## src/rtl/pwr_special_unit.sv

```systemverilog
module pwr_special_unit #(
  parameter int EXP_W  = 8,
  parameter int FRAC_W = 23
) (
  input  logic              clk,
  input  logic              rst_n,
  input  logic              in_valid,
  input  logic              mode,
  input  logic [1:0]        x_exc,
  input  logic              x_sign,
  input  logic [EXP_W-1:0]  x_exp,
  input  logic [FRAC_W-1:0] x_frac,
  input  logic [1:0]        y_exc,
  input  logic              y_sign,
  input  logic [EXP_W-1:0]  y_exp,
  input  logic [FRAC_W-1:0] y_frac,
  input  logic [EXP_W-1:0]  core_exp,
  input  logic [FRAC_W-1:0] core_frac,
  input  logic              core_unf,
  input  logic              core_ovf,
  output logic              out_valid,
  output logic [1:0]        out_exc,
  output logic              out_sign,
  output logic [EXP_W-1:0]  out_exp,
  output logic [FRAC_W-1:0] out_frac,
  output logic              out_y_int,
  output logic              out_y_odd
);

  localparam int BIAS = 2**(EXP_W-1) - 1;
  localparam int CW   = $clog2(FRAC_W + 1);
  localparam int SW   = EXP_W + CW + 2;
  localparam logic [1:0] C_ZERO = 2'b00, C_NORM = 2'b01, C_INF = 2'b10, C_NAN = 2'b11;

  typedef enum logic [2:0] {K_CALC, K_ZERO, K_ONE, K_INF, K_NAN} kind_t;

  logic x_zero, x_norm, x_inf, x_nan, y_zero, y_norm, y_inf, y_nan;
  assign x_zero = x_exc == C_ZERO;
  assign x_norm = x_exc == C_NORM;
  assign x_inf  = x_exc == C_INF;
  assign x_nan  = x_exc == C_NAN;
  assign y_zero = y_exc == C_ZERO;
  assign y_norm = y_exc == C_NORM;
  assign y_inf  = y_exc == C_INF;
  assign y_nan  = y_exc == C_NAN;

  logic x_unit, x_small;
  assign x_unit  = x_norm && (x_exp == EXP_W'(BIAS)) && (x_frac == '0);
  assign x_small = x_norm && (x_exp < EXP_W'(BIAS));

  logic [CW-1:0] tz;
  always_comb begin
    tz = CW'(FRAC_W);
    for (int i = FRAC_W - 1; i >= 0; i--)
      if (y_frac[i]) tz = CW'(i);
  end

  logic signed [SW-1:0] lsb_w;
  assign lsb_w = $signed({2'b00, y_exp}) + $signed({{(SW-CW){1'b0}}, tz})
               - SW'(BIAS) - SW'(FRAC_W);

  logic y_int, y_odd;
  assign y_int = y_zero || (y_norm && lsb_w >= 0);
  assign y_odd = y_norm && lsb_w == 0;

  kind_t kind;
  logic  fsign;
  always_comb begin
    kind  = K_CALC;
    fsign = 1'b0;
    if (!mode) begin
      if (y_zero || (x_unit && !x_sign))      kind = K_ONE;
      else if (x_nan || y_nan)                kind = K_NAN;
      else if (x_unit && y_inf)               kind = K_ONE;
      else if (x_zero) begin
        kind  = y_sign ? K_INF : K_ZERO;
        fsign = x_sign && y_odd;
      end
      else if (y_inf)                         kind = (x_small ^ y_sign) ? K_ZERO : K_INF;
      else if (x_inf) begin
        kind  = y_sign ? K_ZERO : K_INF;
        fsign = x_sign && y_odd;
      end
      else if (x_sign && !y_int)              kind = K_NAN;
    end else begin
      if (x_nan || y_nan)                     kind = K_NAN;
      else if (x_sign && !x_zero)             kind = K_NAN;
      else if (x_zero) begin
        if (y_zero || (y_inf && !y_sign && x_sign)) kind = K_NAN;
        else                                  kind = y_sign ? K_INF : K_ZERO;
      end
      else if (x_inf)                         kind = y_zero ? K_NAN : (y_sign ? K_ZERO : K_INF);
      else if (x_unit)                        kind = y_inf ? K_NAN : K_ONE;
      else if (y_zero)                        kind = K_ONE;
      else if (y_inf)                         kind = (x_small ^ y_sign) ? K_ZERO : K_INF;
    end
  end

  logic [1:0]        n_exc;
  logic              n_sign;
  logic [EXP_W-1:0]  n_exp;
  logic [FRAC_W-1:0] n_frac;
  always_comb begin
    n_exc  = C_NAN;
    n_sign = 1'b0;
    n_exp  = '0;
    n_frac = '0;
    case (kind)
      K_ZERO: begin n_exc = C_ZERO; n_sign = fsign; end
      K_INF:  begin n_exc = C_INF;  n_sign = fsign; end
      K_ONE:  begin n_exc = C_NORM; n_exp = EXP_W'(BIAS); end
      K_NAN:  n_exc = C_NAN;
      default: begin
        if (core_unf)      n_exc = C_ZERO;
        else if (core_ovf) n_exc = C_INF;
        else begin
          n_exc  = C_NORM;
          n_sign = !mode && x_sign && y_odd;
          n_exp  = core_exp;
          n_frac = core_frac;
        end
      end
    endcase
  end

  always_ff @(posedge clk or negedge rst_n) begin
    if (!rst_n) begin
      out_valid <= 1'b0;
      out_exc   <= C_ZERO;
      out_sign  <= 1'b0;
      out_exp   <= '0;
      out_frac  <= '0;
      out_y_int <= 1'b0;
      out_y_odd <= 1'b0;
    end else begin
      out_valid <= in_valid;
      if (in_valid) begin
        out_exc   <= n_exc;
        out_sign  <= n_sign;
        out_exp   <= n_exp;
        out_frac  <= n_frac;
        out_y_int <= y_int;
        out_y_odd <= y_odd;
      end
    end
  end


  valid_lat_chk: assert property (@(posedge clk) disable iff (!rst_n)
    out_valid == $past(in_valid));


  odd_is_int_chk: assert property (@(posedge clk) disable iff (!rst_n)
    out_y_odd |-> out_y_int);


  nan_base_chk: assert property (@(posedge clk) disable iff (!rst_n)
    (in_valid && !mode && x_exc == C_NAN && y_exc != C_ZERO) |=> out_exc == C_NAN);


  zero_base_neg_y_chk: assert property (@(posedge clk) disable iff (!rst_n)
    (in_valid && !mode && x_exc == C_ZERO && y_exc == C_NORM && y_sign) |=> out_exc == C_INF);


  powr_neg_base_chk: assert property (@(posedge clk) disable iff (!rst_n)
    (in_valid && mode && x_sign && x_exc != C_ZERO) |=> out_exc == C_NAN);


  core_ovf_chk: assert property (@(posedge clk) disable iff (!rst_n)
    (in_valid && mode && x_exc == C_NORM && !x_sign && x_exp != EXP_W'(BIAS)
     && y_exc == C_NORM && core_ovf && !core_unf) |=> (out_exc == C_INF && !out_sign));

endmodule

```

## config.mk

```make
export PLATFORM = sky130hd
export DESIGN_NAME = pwr_special_unit
export DESIGN_NICKNAME = d
export VERILOG_FILES = /design/src/rtl/pwr_special_unit.sv
export SDC_FILE = /design/constraint.sdc
export NUM_CORES = 1
export LEC_CHECK = 0
export ABC_AREA = 1
export CORE_MARGIN = 1
export CORE_UTILIZATION = 30
export DETAILED_ROUTE_END_ITERATION = 10
export DONT_BUFFER_PORTS = 1
export PLACE_DENSITY_LB_ADDON = 0.2
export SKIP_LAST_GASP = 1
export SLEW_MARGIN = 20
export SYNTH_ARGS = -nofsm -noshare
export SYNTH_HDL_FRONTEND = slang
export SYNTH_SLANG_ARGS = --single-unit
export TNS_END_PERCENT = 30
```

## constraint.sdc

```tcl
create_clock -name clk -period 0.8 [get_ports clk]
set_input_delay 0.04 -clock clk [delete_from_list [all_inputs] [get_ports clk]]
set_output_delay 0.04 -clock clk [all_outputs]
set_load 0.1 [all_outputs]
```

==> run_summary.xml <==
<?xml version="1.0" encoding="UTF-8"?>
<metrics>
  <group name="cts">
    <metric name="cts.sink_count" unit="">37</metric>
    <metric name="worst_setup_hold_path_clk_slew" unit="ns">0.07</metric>
    <metric name="clk_path_buf_depth" unit="">2</metric>
    <metric name="insertion_delay_to_the_later_sink_of_the_worst_skew_pair" unit="ns">0.29</metric>
    <metric name="cts_inserted_buffers" unit="">5</metric>
    <metric name="postCtsHoldBufs" unit="">35</metric>
    <metric name="tritoncts" unit="">yes</metric>
    <metric name="clock_tree.root_cell" unit="">clkbuf_8</metric>
    <metric name="clock_tree.htree_level_count" unit="">2</metric>
  </group>
  <group name="timing">
    <metric name="maxSlewViolCount" unit="">0</metric>
    <metric name="timing.max_slew.rel_slack" unit="">0.6538</metric>
    <metric name="finalHoldWorstSlack" unit="ns">-0.5569</metric>
    <metric name="worst-slew-pin-transition" unit="ns">0.5173</metric>
    <metric name="max_clock_freq" unit="MHz">337.3</metric>
    <metric name="final_min_period_over_clock_period" unit="">3.706</metric>
    <metric name="clock_skew_after_layout" unit="ns">0</metric>
    <metric name="setup-violations-final" unit="">73</metric>
    <metric name="grt_setup_unrepaired" unit="">true</metric>
    <metric name="report.final.hold_viol_count" unit="">38</metric>
    <metric name="worst_slack" unit="ns">-2.165</metric>
    <metric name="final_period_minus_worst_setup_slack" unit="ns">2.965</metric>
  </group>
  <group name="routing">
    <metric name="wl_met3" unit="um">418</metric>
    <metric name="wl_met2" unit="um">4117</metric>
    <metric name="via_per_inst" unit="">4.710</metric>
    <metric name="route.top_layer_used" unit="">met4</metric>
    <metric name="initialDrtViolationCount" unit="">71</metric>
    <metric name="drt-met1-wl" unit="um">3384</metric>
    <metric name="final_antenna_net_count" unit="">0</metric>
    <metric name="routed_wirelength" unit="um">8039</metric>
    <metric name="routed-via-count" unit="">2920</metric>
    <metric name="firstDrtPassIters" unit="">9</metric>
    <metric name="routedWlPerCell" unit="um">12.97</metric>
    <metric name="drcViolationCount" unit="">6</metric>
  </group>
  <group name="floorplanning">
    <metric name="die-height" unit="um">98.31</metric>
    <metric name="fp.dieW" unit="um">98.31</metric>
    <metric name="core-area" unit="um2">8848</metric>
    <metric name="die_area" unit="um2">9665</metric>
    <metric name="floorplan.initialDensity" unit="">0.3145</metric>
    <metric name="boundaryPins" unit="">142</metric>
    <metric name="rows" unit="">34</metric>
  </group>
  <group name="placed_design">
    <metric name="detailed_place_hpwl" unit="um">5889</metric>
    <metric name="dpl_cell_area" unit="um2">3766</metric>
    <metric name="place.gp.congestion" unit="">0.7894</metric>
    <metric name="post-place-cells" unit="">567</metric>
    <metric name="place.port_buffers" unit="">0</metric>
  </group>
  <group name="setup_path">
    <metric name="critPathSlowestCell" unit="">nand3b_1</metric>
    <metric name="worst-endpoint-arrival" unit="ns">3.20</metric>
    <metric name="critical_path_peak_fanout" unit="">5</metric>
    <metric name="cp-end-kind" unit="">register</metric>
    <metric name="reg2reg_setup_slack" unit="ns">0.03</metric>
    <metric name="crit-reg2reg-launch" unit="">out_exp[2]</metric>
    <metric name="regToRegEndpoint" unit="">out_exp[2]</metric>
    <metric name="critical-path-top-cell-by-count" unit="">nand2_1</metric>
    <metric name="cp-endpoint" unit="">out_sign</metric>
    <metric name="highest_cell_delay_on_the_worst_timing_path" unit="ns">0.19</metric>
    <metric name="timing.setup.critical_path_class" unit="">input pin to register</metric>
    <metric name="ff2ff_path_depth" unit="">3</metric>
    <metric name="required_time_of_the_critical_path" unit="ns">1.03</metric>
    <metric name="worstSetupStartpoint" unit="">y_frac[21]</metric>
    <metric name="worstSetupStartpointType" unit="">input pin</metric>
  </group>
  <group name="cells_and_area">
    <metric name="areaGrowthSynthToFinish" unit="%">60.61</metric>
    <metric name="antenna-diode-count" unit="">0</metric>
    <metric name="drive_gt1_frac" unit="">0.3320</metric>
    <metric name="fin_nets" unit="">624</metric>
    <metric name="n_fill_cell" unit="">860</metric>
    <metric name="finish.cell_count_without_fillers" unit="">620</metric>
    <metric name="finalInstanceArea" unit="um2">4469</metric>
  </group>
  <group name="flow_run">
    <metric name="maxCapViolCount" unit="">0</metric>
  </group>
  <group name="synth">
    <metric name="yosys_most_used_dff" unit="">dfrtp_1</metric>
    <metric name="ys.warnings.count" unit="">0</metric>
    <metric name="synth-edff-count" unit="">0</metric>
    <metric name="synth_top_cell_area_share" unit="">0.3327</metric>
    <metric name="netlist-cell-type-count" unit="">35</metric>
    <metric name="synthMostInstantiatedCell" unit="">nand2_1</metric>
    <metric name="synth.net_count" unit="">507</metric>
    <metric name="synth_cells" unit="">395</metric>
    <metric name="synth.area.top_cells" unit="">dfrtp_1, nand2_1, nand3_2</metric>
    <metric name="synth_area" unit="um2">2783</metric>
    <metric name="synth.cells.most_frequent" unit="">nand2_1, inv_1, nor2_1</metric>
    <metric name="synth-seq-cells" unit="">37</metric>
    <metric name="syn_area_per_cell" unit="um2">7.045</metric>
    <metric name="synth_top_cell_by_area" unit="">dfrtp_1</metric>
    <metric name="synth-seq-area-share" unit="">0.3327</metric>
    <metric name="synthArstFlopShare" unit="">1.000</metric>
  </group>
  <group name="outcome">
    <metric name="outcome" unit="">finished with violations</metric>
    <metric name="failed_checks" unit="">DRC, hold timing, setup timing</metric>
  </group>
  <group name="global_routing">
    <metric name="maximum_number_of_pins_on_one_net_before_global_route_repair" unit="">38</metric>
    <metric name="via_count_of_the_first_global_routing_pass" unit="">2862</metric>
    <metric name="globalRoute.totalOverflow" unit="">0</metric>
    <metric name="grt_antenna_before_repair" unit="">0</metric>
    <metric name="grt_pass1_wl" unit="um">13230</metric>
    <metric name="grtUsageTotal" unit="">0.1671</metric>
  </group>
  <group name="power_and_ir_drop">
    <metric name="power.density_cell_area" unit="nW/um2">1350</metric>
    <metric name="p_leak" unit="nW">2.183</metric>
    <metric name="irDropWorstVdd" unit="mV">1.068</metric>
  </group>
  <group name="worst_hold_path">
    <metric name="hold_path_class" unit="">input pin to asynchronous set/reset pin</metric>
  </group>
</metrics>
per-stage QoR:
| step | power, mW | utilization | setup slack (ns) | TNS (ns) |
|---|---|---|---|---|
| after CTS | 5.924 | 0.4869 | -2.127 | -79.97 |
| after detailed placement | 4.324 | 0.4256 | -2.471 | -86.14 |
| final | 6.033 | 0.5051 | -2.165 | -80.87 |
| after global placement | 4.307 | 0.4256 | -2.420 | -84.89 |
| after global routing | 6.350 | 0.5051 | -2.645 | -99.43 |
| after floorplan | 3.699 | - | -2.218 | -81.82 |
sequential cells by signal (all words and copies together), names as in the netlist:
name       cells
out_sign       1
out_y_odd      1
out_y_int      1
out_frac      23
out_exp        8
out_valid      1
out_exc        2
repair_timing:
action | 4_1_cts | 5_1_grt
pin swaps | 1 | 6
buffers inserted | 4 | 4
cloned | 1 | 2
hold endpoints to repair | 73 | 38
resized for setup | 18 | 21
endpoints found under the setup margin | 73 | 73
layout by cell type (no fill, tap or decap), types with 5 or more instances in the layout:
master           n
nand2_1        113
buf_4           49
nor2_1          47
inv_1           46
dfrtp_1         37
dlygate4sd3_1   35
nand3_2         31
buf_12          30
nand3_1         16
nand2_2         15
a21oi_2          9
o21bai_1         7
nand4_1          6
inv_2            6
clkbuf_8         6
o21ai_0          5
a21oi_1          5
worst min path at each step:
stage | cells after the start | slack [ns] | end | from
6_report | 0 | -0.56 | out_frac[3] | rst_n
3_3_place_gp | 0 | -0.25 | out_frac[5] | rst_n
4_1_cts | 0 | -0.57 | out_frac[14] | rst_n
3_5_place_dp | 0 | -0.25 | out_frac[5] | rst_n
2_1_floorplan | 0 | -0.26 | out_exc[0] | rst_n
5_1_grt | 0 | -0.58 | out_frac[17] | rst_n
power breakdown:
group / internal [mW] / switching, mW / total [mW]
clock: 0.681 / 0.655 / 1.34
sequential: 1.98 / 0.0913 / 2.08
combinational: 0.976 / 1.64 / 2.62
total: 3.64 / 2.39 / 6.03
critical path: cells and delay by family:
| family | cells | cell delay (ns) |
|---|---|---|
| AND/OR/NAND/NOR | 34 | 2.13 |
| buffers and inverters | 6 | 0.64 |
| AO/OA/AOI/OAI | 2 | 0.23 |
| adder cells (fa/ha/maj) | 1 | 0.15 |
per-layer routing:
layer  vias up  track usage
met3        11      0.03006
met1      1341       0.2112
li1       1497            -
met4         0      0.04133
met2        71       0.2941
met5         -            0
area by class of cell:
type / instances / area, um2 / share of cell area
clock buffers: 6 / 82.58 / 0.01848
clock inverters: 1 / 7.507 / 0.001680
inverters: 54 / 215.2 / 0.04815
multi-input cells: 297 / 1723 / 0.3855
flip-flops and latches: 37 / 925.9 / 0.2072
well taps: 108 / 135.1 / 0.03024
repair buffers: 117 / 1380 / 0.3088
logic make-up after synthesis:
group,count (synthesis),share of synthesized area
and+or+nand+nor,248,0.4379
buffers and inverters,62,0.1007
DFF,37,0.3327
adders and majority gates,7,0.03417
AOI/OAI and AO/OA,41,0.09442
Note: power is estimated with default switching activity, not from simulation.
